$ cat src/rtl/bist_acc_pkg.sv
package bist_acc_pkg;
  localparam int WORD_W  = 32;
  localparam int NUM_GEN = 4;
  localparam int NUM_SIG = 4;
  localparam int NUM_REG = NUM_GEN + NUM_SIG;
  localparam int SEL_W   = $clog2(NUM_REG);
  localparam int SPD_W   = 2;
  localparam int LEN_W   = 12;
  localparam int TICK_W  = SPD_W + 1;

  // field positions, LSB-0 numbering inside the 32-bit configuration word
  localparam int SEL_LSB = 28;
  localparam int SPD_LSB = 24;
  localparam int LEN_LSB = 0;

  localparam logic [WORD_W-1:0] CFG_MASK =
    (((WORD_W'(1) << SEL_W) - 1) << SEL_LSB) |
    (((WORD_W'(1) << SPD_W) - 1) << SPD_LSB) |
    (((WORD_W'(1) << LEN_W) - 1) << LEN_LSB);

  typedef struct packed {
    logic [SEL_W-1:0] sel;
    logic [SPD_W-1:0] spd;
    logic [LEN_W-1:0] len;
  } cfg_t;

  function automatic logic [WORD_W-1:0] galois_step(input logic [WORD_W-1:0] s,
                                                    input logic [WORD_W-1:0] taps);
    return (s >> 1) ^ (s[0] ? taps : '0);
  endfunction

  function automatic logic [WORD_W-1:0] misr_step(input logic [WORD_W-1:0] s,
                                                  input logic [WORD_W-1:0] taps,
                                                  input logic [WORD_W-1:0] resp);
    return galois_step(s, taps) ^ resp;
  endfunction

  function automatic cfg_t cfg_unpack(input logic [WORD_W-1:0] w);
    cfg_t c;
    c.sel = w[SEL_LSB +: SEL_W];
    c.spd = w[SPD_LSB +: SPD_W];
    c.len = w[LEN_LSB +: LEN_W];
    return c;
  endfunction

  function automatic logic [TICK_W-1:0] speed_to_ticks(input logic [SPD_W-1:0] code);
    return TICK_W'(code) + TICK_W'(1);
  endfunction
endpackage

$ cat src/rtl/bist_cfg_reg.sv
module bist_cfg_reg
  import bist_acc_pkg::*;
(
  input  logic              clk,
  input  logic              rst_n,
  input  logic              wr_en,
  input  logic [WORD_W-1:0] wr_data,
  output logic [WORD_W-1:0] cfg_word,
  output cfg_t              cfg,
  output logic [TICK_W-1:0] ticks
);
  logic [WORD_W-1:0] word_q;

  always_ff @(posedge clk or negedge rst_n) begin
    if (!rst_n)     word_q <= '0;
    else if (wr_en) word_q <= wr_data & CFG_MASK;
  end

  assign cfg_word = word_q;
  assign cfg      = cfg_unpack(word_q);
  assign ticks    = speed_to_ticks(cfg.spd);
endmodule

$ cat src/rtl/bist_reg_bank.sv
module bist_reg_bank
  import bist_acc_pkg::*;
#(
  parameter int                N       = 4,
  parameter bit                IS_SIG  = 1'b0,
  parameter logic [WORD_W-1:0] TAPS    = 32'h8020_0003,
  parameter logic [WORD_W-1:0] RST_VAL = '0
) (
  input  logic                clk,
  input  logic                rst_n,
  input  logic [N-1:0]        load_vec,
  input  logic [WORD_W-1:0]   load_data,
  input  logic                step_fire,
  input  logic [N*WORD_W-1:0] resp_flat,
  output logic [N*WORD_W-1:0] state_flat
);
  for (genvar i = 0; i < N; i++) begin : g_reg
    logic [WORD_W-1:0] q;
    logic [WORD_W-1:0] nxt;
    logic [WORD_W-1:0] resp_w;

    if (IS_SIG) begin : g_sig
      assign resp_w = resp_flat[i*WORD_W +: WORD_W];
      assign nxt    = misr_step(q, TAPS, resp_w);
    end else begin : g_gen
      assign resp_w = resp_flat[i*WORD_W +: WORD_W] & '0;
      assign nxt    = galois_step(q, TAPS) ^ resp_w;
    end

    always_ff @(posedge clk or negedge rst_n) begin
      if (!rst_n)           q <= RST_VAL;
      else if (load_vec[i]) q <= load_data;
      else if (step_fire)   q <= nxt;
    end

    assign state_flat[i*WORD_W +: WORD_W] = q;
  end
endmodule

$ cat src/rtl/bist_access_unit.sv
module bist_access_unit
  import bist_acc_pkg::*;
#(
  parameter int                ADDR_W    = 8,
  parameter logic [ADDR_W-1:0] CFG_ADDR  = 8'h08,
  parameter logic [ADDR_W-1:0] DATA_ADDR = 8'h0C,
  parameter logic [WORD_W-1:0] LFSR_TAPS = 32'h8020_0003,
  parameter logic [WORD_W-1:0] GEN_SEED  = 32'hFFFF_FFFF
) (
  input  logic                      clk,
  input  logic                      rst_n,
  input  logic                      req_valid,
  input  logic                      req_write,
  input  logic [ADDR_W-1:0]         req_addr,
  input  logic [WORD_W-1:0]         req_wdata,
  output logic                      rsp_valid,
  output logic [WORD_W-1:0]         rsp_rdata,
  input  logic                      bist_run,
  input  logic                      bist_step,
  input  logic [NUM_SIG*WORD_W-1:0] resp_in,
  output logic [NUM_GEN*WORD_W-1:0] pattern_out,
  output logic [TICK_W-1:0]         shift_ticks,
  output logic [LEN_W-1:0]          chain_len
);
  // named internal events
  logic              cfg_wr, cfg_rd, data_wr, data_rd, any_rd, step_fire;
  logic [SEL_W-1:0]  sel_code;
  logic [NUM_REG-1:0] load_vec;
  logic [WORD_W-1:0] cfg_word, sel_value, rd_mux;
  cfg_t              cfg;
  logic [NUM_GEN*WORD_W-1:0] gen_state;
  logic [NUM_SIG*WORD_W-1:0] sig_state;

  assign any_rd    = req_valid && !req_write;
  assign cfg_wr    = req_valid &&  req_write && (req_addr == CFG_ADDR);
  assign cfg_rd    = any_rd && (req_addr == CFG_ADDR);
  assign data_wr   = req_valid &&  req_write && (req_addr == DATA_ADDR);
  assign data_rd   = any_rd && (req_addr == DATA_ADDR);
  assign step_fire = bist_run && bist_step;

  bist_cfg_reg u_cfg (
    .clk      (clk),
    .rst_n    (rst_n),
    .wr_en    (cfg_wr),
    .wr_data  (req_wdata),
    .cfg_word (cfg_word),
    .cfg      (cfg),
    .ticks    (shift_ticks)
  );

  assign sel_code  = cfg.sel;
  assign chain_len = cfg.len;

  for (genvar k = 0; k < NUM_REG; k++) begin : g_dec
    assign load_vec[k] = data_wr && (sel_code == SEL_W'(k));
  end

  bist_reg_bank #(
    .N(NUM_GEN), .IS_SIG(1'b0), .TAPS(LFSR_TAPS), .RST_VAL(GEN_SEED)
  ) u_gen (
    .clk        (clk),
    .rst_n      (rst_n),
    .load_vec   (load_vec[NUM_GEN-1:0]),
    .load_data  (req_wdata),
    .step_fire  (step_fire),
    .resp_flat  ({(NUM_GEN*WORD_W){1'b0}}),
    .state_flat (gen_state)
  );

  bist_reg_bank #(
    .N(NUM_SIG), .IS_SIG(1'b1), .TAPS(LFSR_TAPS), .RST_VAL('0)
  ) u_sig (
    .clk        (clk),
    .rst_n      (rst_n),
    .load_vec   (load_vec[NUM_REG-1:NUM_GEN]),
    .load_data  (req_wdata),
    .step_fire  (step_fire),
    .resp_flat  (resp_in),
    .state_flat (sig_state)
  );

  assign pattern_out = gen_state;

  always_comb begin
    sel_value = '0;
    for (int k = 0; k < NUM_GEN; k++)
      if (sel_code == SEL_W'(k)) sel_value = gen_state[k*WORD_W +: WORD_W];
    for (int k = 0; k < NUM_SIG; k++)
      if (sel_code == SEL_W'(NUM_GEN + k)) sel_value = sig_state[k*WORD_W +: WORD_W];
  end

  always_comb begin
    if (cfg_rd)       rd_mux = cfg_word;
    else if (data_rd) rd_mux = sel_value;
    else              rd_mux = '0;
  end

  always_ff @(posedge clk or negedge rst_n) begin
    if (!rst_n) begin
      rsp_valid <= 1'b0;
      rsp_rdata <= '0;
    end else begin
      rsp_valid <= any_rd;
      if (any_rd) rsp_rdata <= rd_mux;
    end
  end
endmodule

$ cat config.mk
export PLATFORM = sky130hd
export DESIGN_NAME = bist_access_unit
export DESIGN_NICKNAME = d
export VERILOG_FILES = /design/src/rtl/bist_acc_pkg.sv /design/src/rtl/bist_cfg_reg.sv /design/src/rtl/bist_reg_bank.sv /design/src/rtl/bist_access_unit.sv
export SDC_FILE = /design/constraint.sdc
export NUM_CORES = 1
export LEC_CHECK = 0
export CAP_MARGIN = 10
export CELL_PAD_IN_SITES_DETAIL_PLACEMENT = 1
export CELL_PAD_IN_SITES_GLOBAL_PLACEMENT = 2
export CORE_MARGIN = 4
export CORE_UTILIZATION = 43
export CTS_CLUSTER_DIAMETER = 50
export DETAILED_ROUTE_END_ITERATION = 12
export DONT_BUFFER_PORTS = 1
export GPL_TIMING_DRIVEN = 0
export PLACE_DENSITY_LB_ADDON = 0.1
export SLEW_MARGIN = 20
export SYNTH_ARGS = -nofsm -noshare
export SYNTH_HDL_FRONTEND = slang
export SYNTH_SLANG_ARGS = --single-unit
$ cat constraint.sdc
create_clock -name clk -period 3.7 [get_ports clk]
set_input_delay 0.37 -clock clk [delete_from_list [all_inputs] [get_ports clk]]
set_output_delay 0.37 -clock clk [all_outputs]
set_load 0.05 [all_outputs]
======== After elaboration in Yosys (flattened, before gate mapping) ========
Index checks and enable logic that the tools add are counted.
word-level totals
  memory bits (writable) .................. 0
  bits in latches ......................... 0
  memories ................................ 0
  register bits after elaboration ......... 306
  memory bits (read-only) ................. 0
  word-level logic and storage cells ...... 92
operators by class
  reduce and logical (&&, ||, !) cells .... 25
  eq/ne operators ......................... 9
  mux-type cells .......................... 34
  add/sub/neg operators ................... 1
  bitwise logic cells ..................... 12
  order comparisons ....................... 0
  multipliers ............................. 0
  div/mod/pow operators ................... 0
  shifts and indexed selects .............. 0
operator list
  operator             number
  $mux 32              34
  $xor 31x32->32       8
  $xor 32x32->32       4
  $eq 8x4->1 const B   2
  $reduce_bool 2->1    8
  $logic_and 1x1->1    15
  $eq 3x3->1 const B   4
  $eq 3x2->1 const B   2
  $add 2x1->3 const B  1
  $eq 3x1->1 const B   1
  $logic_not 3->1      1
  $logic_not 1->1      1

======== Depth between registers and ports, before layout ========
  depth after elaboration ................. 11
  depth in mapped cells ................... 8

======== By module ========
A second synthesis with hierarchy kept.
unflattened totals
  cell total of the unflattened synthesis .. 1,816
  area, all modules ....................... 18,092.4 um2
modules (own cells, without submodules)
  module                  area each (um2)  times used  cells each
  bist_reg_bank at u_sig  7,195.7          1           694
  bist_reg_bank at u_gen  6,209.7          1           571
  bist_access_unit        3,741.1          1           480
  bist_cfg_reg            945.9            1           71

======== Worst setup path after synthesis ========
OpenSTA, ideal clock, no wires.
  kind .................................... input to register
  start ................................... input port req_addr[6]
  end ..................................... register u_cfg.word_q[10], in the netlist u_cfg.cfg_word[10]
  library setup time ...................... 0.125 ns
  setup slack ............................. 1.510 ns
  stages .................................. 6
  arrival ................................. 2.065 ns
  cells stage by stage .................... or4b_4 > buf_6 > or3_4 > nor2_8 > buf_12 > mux2_4
between the ends
  longest elaborated chain between the ends .. 2
ends and longest elaborated chain
  item                    line                    source
  start: declaration      bist_access_unit.sv:14  input logic [ADDR_W-1:0] req_addr,
  $eq 8x4->1              bist_access_unit.sv:35  assign cfg_wr = req_valid && req_write && (req_addr == CFG_ADDR);
  $logic_and 1x1->1       bist_access_unit.sv:35
  end signal: assignment  bist_cfg_reg.sv:16      else if (wr_en) word_q <= wr_data & CFG_MASK;
  end: declaration        bist_cfg_reg.sv:12      logic [WORD_W-1:0] word_q;
No other way between the ends.
A chain may end at the register's enable or synchronous reset.

======== Worst setup path after layout ========
  start ................................... register u_cfg.word_q[28], in the netlist u_cfg.cfg_word[28]
  end ..................................... register rsp_rdata[30]
between the ends
  longest elaborated chain between the ends .. 11
  elaborated cells on any way between the ends .. 18
ends and longest elaborated chain
  item                    line                     source
  $logic_not 3->1         bist_access_unit.sv:87   if (sel_code == SEL_W'(k)) sel_value = gen_state[k*WORD_W +: WORD_W];
  $mux 32 (4 in series)   bist_access_unit.sv:87
  $mux 32 (3 in series)   bist_access_unit.sv:89   if (sel_code == SEL_W'(NUM_GEN + k)) sel_value = sig_state[k*WORD_W +: WORD_W];
  $mux 32 (*)             bist_access_unit.sv:89
  $mux 32 (*)             bist_access_unit.sv:94   else if (data_rd) rd_mux = sel_value;
  $mux 32 (*)             bist_access_unit.sv:93   if (cfg_rd) rd_mux = cfg_word;
  end signal: assignment  bist_access_unit.sv:104  if (any_rd) rsp_rdata <= rd_mux;
  end: declaration        bist_access_unit.sv:17   output logic [WORD_W-1:0] rsp_rdata,
Mark *: on every way between the ends. The rest lies on a longest branch, timed or not.

==> flow_metrics.py <==
metrics = {
    "synthesis": {
        "syn_area_per_cell_um2": 9.60,
        "synth_enable_flop_cells": 0,
        "postSynthCellCount": 1818,
        "postSynthNetCount": 1993,
        "synth.distinct_cells": 54,
        "synth-warning-count": 0,
        "most_used_flip_flop_cell_after_synthesis": "sky130_fd_sc_hd__dfrtp_1",
        "mappedNetlistArea_mm2": 0.0175,
        "synth_async_sr_flop_share_pct": 100,
        "synth.ff_latch_count": 306,
        "seq_area_frac_synth_pct": 44.8,
    },
    "worst_setup_path": {
        "timing.critical_path.arrival_ps": 3900,
        "rr_endpoint": "rsp_rdata[30]$_DFFE_PN0P_",
        "timing.critical_path.fanout_max": 10,
        "worst_r2r_path_depth": 7,
        "crit-reg2reg-launch": "u_cfg.cfg_word[28]$_DFFE_PN0P_",
        "timing.critical_path.required_ps": 4190,
        "setup.worst_path.start_class": "register",
        "ff2ff_setup_slack_ps": 290,
        "critPathCaptureType": "register",
        "critical_setup_path_kind": "register to register",
    },
    "clocking": {
        "clock_sink_count": 306,
        "cts_setup_buffers": 0,
        "tritoncts": "yes",
        "clock_latency_ps": 580,
        "worst_setup_hold_path_clk_slew_ps": 60,
        "cts_htree_levels": 2,
        "max-clock-path-buffers": 3,
        "cts-root-buf": "sky130_fd_sc_hd__clkbuf_16",
        "ctsResizeCount": 0,
        "postCtsHoldBufs": 1,
        "cts-buffers-inserted": 43,
    },
    "final_layout": {
        "mostFrequentLayoutCells": "sky130_fd_sc_hd__a21oi_1, sky130_fd_sc_hd__nor2_1, sky130_fd_sc_hd__dfrtp_1",
        "flow.area_growth_from_synthesis_pct": 12.4,
        "final_layout_size_suffix_gt1_share_pct": 17.1,
        "layout.core_utilization_pct": 49.1,
        "num-nets-final": 2039,
        "num_antenna_cells": 0,
        "layout.cells.most_common": "sky130_fd_sc_hd__a21oi_1",
        "num-fill-cells": 4535,
    },
    "die": {
        "num_rows": 73,
        "die_w_um": 209,
        "die_height_um": 209,
        "start_util_pct": 43.7,
        "floorplan.core_area_mm2": 0.0399,
        "pin_count": 350,
        "die_area_mm2": 0.0439,
    },
    "worst_hold_path": {
        "hold_class": "primary input to async pin",
    },
    "global_routing": {
        "via_count_of_the_first_global_routing_pass": 16007,
        "overflow": 0,
        "grt_start_max_net_pins": 307,
        "grt_util_all_layers_pct": 36.0,
        "grt_first_pass_wirelength_um": 116000,
        "number_of_antenna_violations_at_the_first_check_in_global_routing": 1,
    },
    "timing": {
        "final-setup-viol-count": 0,
        "timing.final.crit_share_pct": 92.1,
        "slew_headroom_pct": 16.1,
        "timing.final.crit_period_ps": 3410,
        "timing_worst_slew_pin_value_ps": 1250,
        "final.setup_skew_ps": 24.2,
        "final.setup.worst_slack_ps": 293,
        "setup_tns_ps": 0,
        "hold-worst-slack_ps": -502,
        "max_clock_freq_mhz": 293,
        "hold_viol_final": 232,
        "rsz0062_at_grt": "no",
        "final_slew_violations": 0,
    },
    "pwr": {
        "power.static_leakage_uw": 0.00792,
        "vdd_drop_max_mv": 0.600,
        "power_uw": 16600,
        "power_density_mw_per_mm2": 846,
    },
    "detailed_routing": {
        "detail_route.drc_violations": 0,
        "detailed_route_wl_um": 81400,
        "ant_nets": 0,
        "route.detailed.vias_per_inst": 6.34,
        "drtPass1Iterations": 5,
        "drtIter0Drc": 1623,
        "via_count": 15365,
        "routedWlPerCell_um": 33.6,
    },
    "run_status": {
        "failed_checks": "hold timing",
        "status": "finished, violations left",
    },
    "placement": {
        "dp.final_hpwl_um": 58400,
        "pre_cts_ws_ps": 474,
        "place.port_buffers": 0,
        "globalplace.congestion": 0.951,
    },
    "job": {
        "max_cap_violations": 0,
    },
}
## cells in the mapped netlist (10+ instances only)
cell / number / share of area, %
sky130_fd_sc_hd__nand2_1: 144 / 3.1
sky130_fd_sc_hd__o21ai_1: 10 / 0.29
sky130_fd_sc_hd__inv_1: 13 / 0.28
sky130_fd_sc_hd__mux2_2: 17 / 1.1
sky130_fd_sc_hd__dfrtp_1: 178 / 26
sky130_fd_sc_hd__buf_1: 18 / 0.39
sky130_fd_sc_hd__nor2b_1: 19 / 0.68
sky130_fd_sc_hd__mux2i_1: 158 / 9.1
sky130_fd_sc_hd__dfstp_2: 128 / 19
sky130_fd_sc_hd__buf_2: 33 / 0.95
sky130_fd_sc_hd__buf_4: 13 / 0.56
sky130_fd_sc_hd__o21ai_0: 139 / 4.0
sky130_fd_sc_hd__mux2_4: 10 / 0.86
sky130_fd_sc_hd__mux4_2: 35 / 4.5
sky130_fd_sc_hd__a21oi_1: 251 / 7.2
sky130_fd_sc_hd__xnor2_1: 144 / 7.2
sky130_fd_sc_hd__clkbuf_1: 115 / 2.5
sky130_fd_sc_hd__a22oi_1: 16 / 0.69
sky130_fd_sc_hd__a32oi_1: 14 / 0.70
sky130_fd_sc_hd__nor2_1: 243 / 5.2
## per-layer routing
metal  track usage [%]  part of all wire (%)  vias to the layer above
met4              14.6                   4.5                        0
li1                  -                     -                     6421
met5                 0                     0                        -
met1              46.7                    40                     8010
met3              10.7                   9.7                      176
met2              56.7                    46                      758
## where the power goes
| group | switching (µW) | total, µW | internal, µW |
|---|---|---|---|
| Combinational | 1470 | 3100 | 1630 |
| Sequential | 4060 | 9040 | 4980 |
| Clock | 1700 | 4450 | 2750 |
## metrics by stage
| stage | instances | hold slack [ps] | area (µm²) |
|---|---|---|---|
| after global placement | 2343 | 84.4 | 18100 |
| final | 2422 | -502 | 19600 |
| after CTS | 2422 | -516 | 19600 |
| after detailed placement | 2343 | 86.8 | 18100 |
| after floorplan | 1818 | 74.4 | 17500 |
| after global routing | 2422 | -519 | 19600 |
## registers in the layout, indices dropped and copies added, names as in the netlist
name,count
u_cfg.cfg_word,17
u_gen.g.q,128
u_sig.g.q,128
rsp_valid,1
rsp_rdata,32
## worst max-delay path: stages (launching register included)
cell and delay, ps:
sky130_fd_sc_hd__dfrtp_1 320, sky130_fd_sc_hd__clkbuf_1 300, sky130_fd_sc_hd__clkbuf_1 640, sky130_fd_sc_hd__inv_1 370, sky130_fd_sc_hd__clkbuf_1 450, sky130_fd_sc_hd__nor2_1 860
sky130_fd_sc_hd__a21oi_1 190, sky130_fd_sc_hd__a21oi_1 190
## cell families after synthesis
family | synth area share (%)
flip-flops | 44.8
buffers and inverters | 4.82
AND/OR/NAND/NOR | 11.0
XOR/XNOR | 7.63
multiplexers | 15.5
AO/OA/AOI/OAI | 16.1
adder cells (fa/ha/maj) | 0.0717
## worst max path at each step
stage | start | end | depth (start not counted)
after floorplan | req_addr[6] | u_cfg.cfg_word[10]$_DFFE_PN0P_ | 6
after global placement | u_cfg.cfg_word[30]$_DFFE_PN0P_ | rsp_rdata[24]$_DFFE_PN0P_ | 6
after detailed placement | u_cfg.cfg_word[30]$_DFFE_PN0P_ | rsp_rdata[24]$_DFFE_PN0P_ | 6
after CTS | u_cfg.cfg_word[30]$_DFFE_PN0P_ | rsp_rdata[24]$_DFFE_PN0P_ | 6
after global routing | u_cfg.cfg_word[28]$_DFFE_PN0P_ | rsp_rdata[30]$_DFFE_PN0P_ | 7
final | u_cfg.cfg_word[28]$_DFFE_PN0P_ | rsp_rdata[30]$_DFFE_PN0P_ | 7
## final cells by class
| type | count | area (µm²) | area share [%] |
|---|---|---|---|
| well taps | 525 | 657 | 3.35 |
| plain buffers | 181 | 796 | 4.06 |
| flip-flops and latches | 306 | 7820 | 39.8 |
| clock buffers | 57 | 1190 | 6.06 |
| multi-input cells | 1318 | 8800 | 44.8 |
| repair buffers | 1 | 10.0 | 0.0510 |
| clock inverters | 21 | 303 | 1.54 |
| inverters | 13 | 48.8 | 0.249 |
No activity file was read; power rests on OpenSTA's default activity.
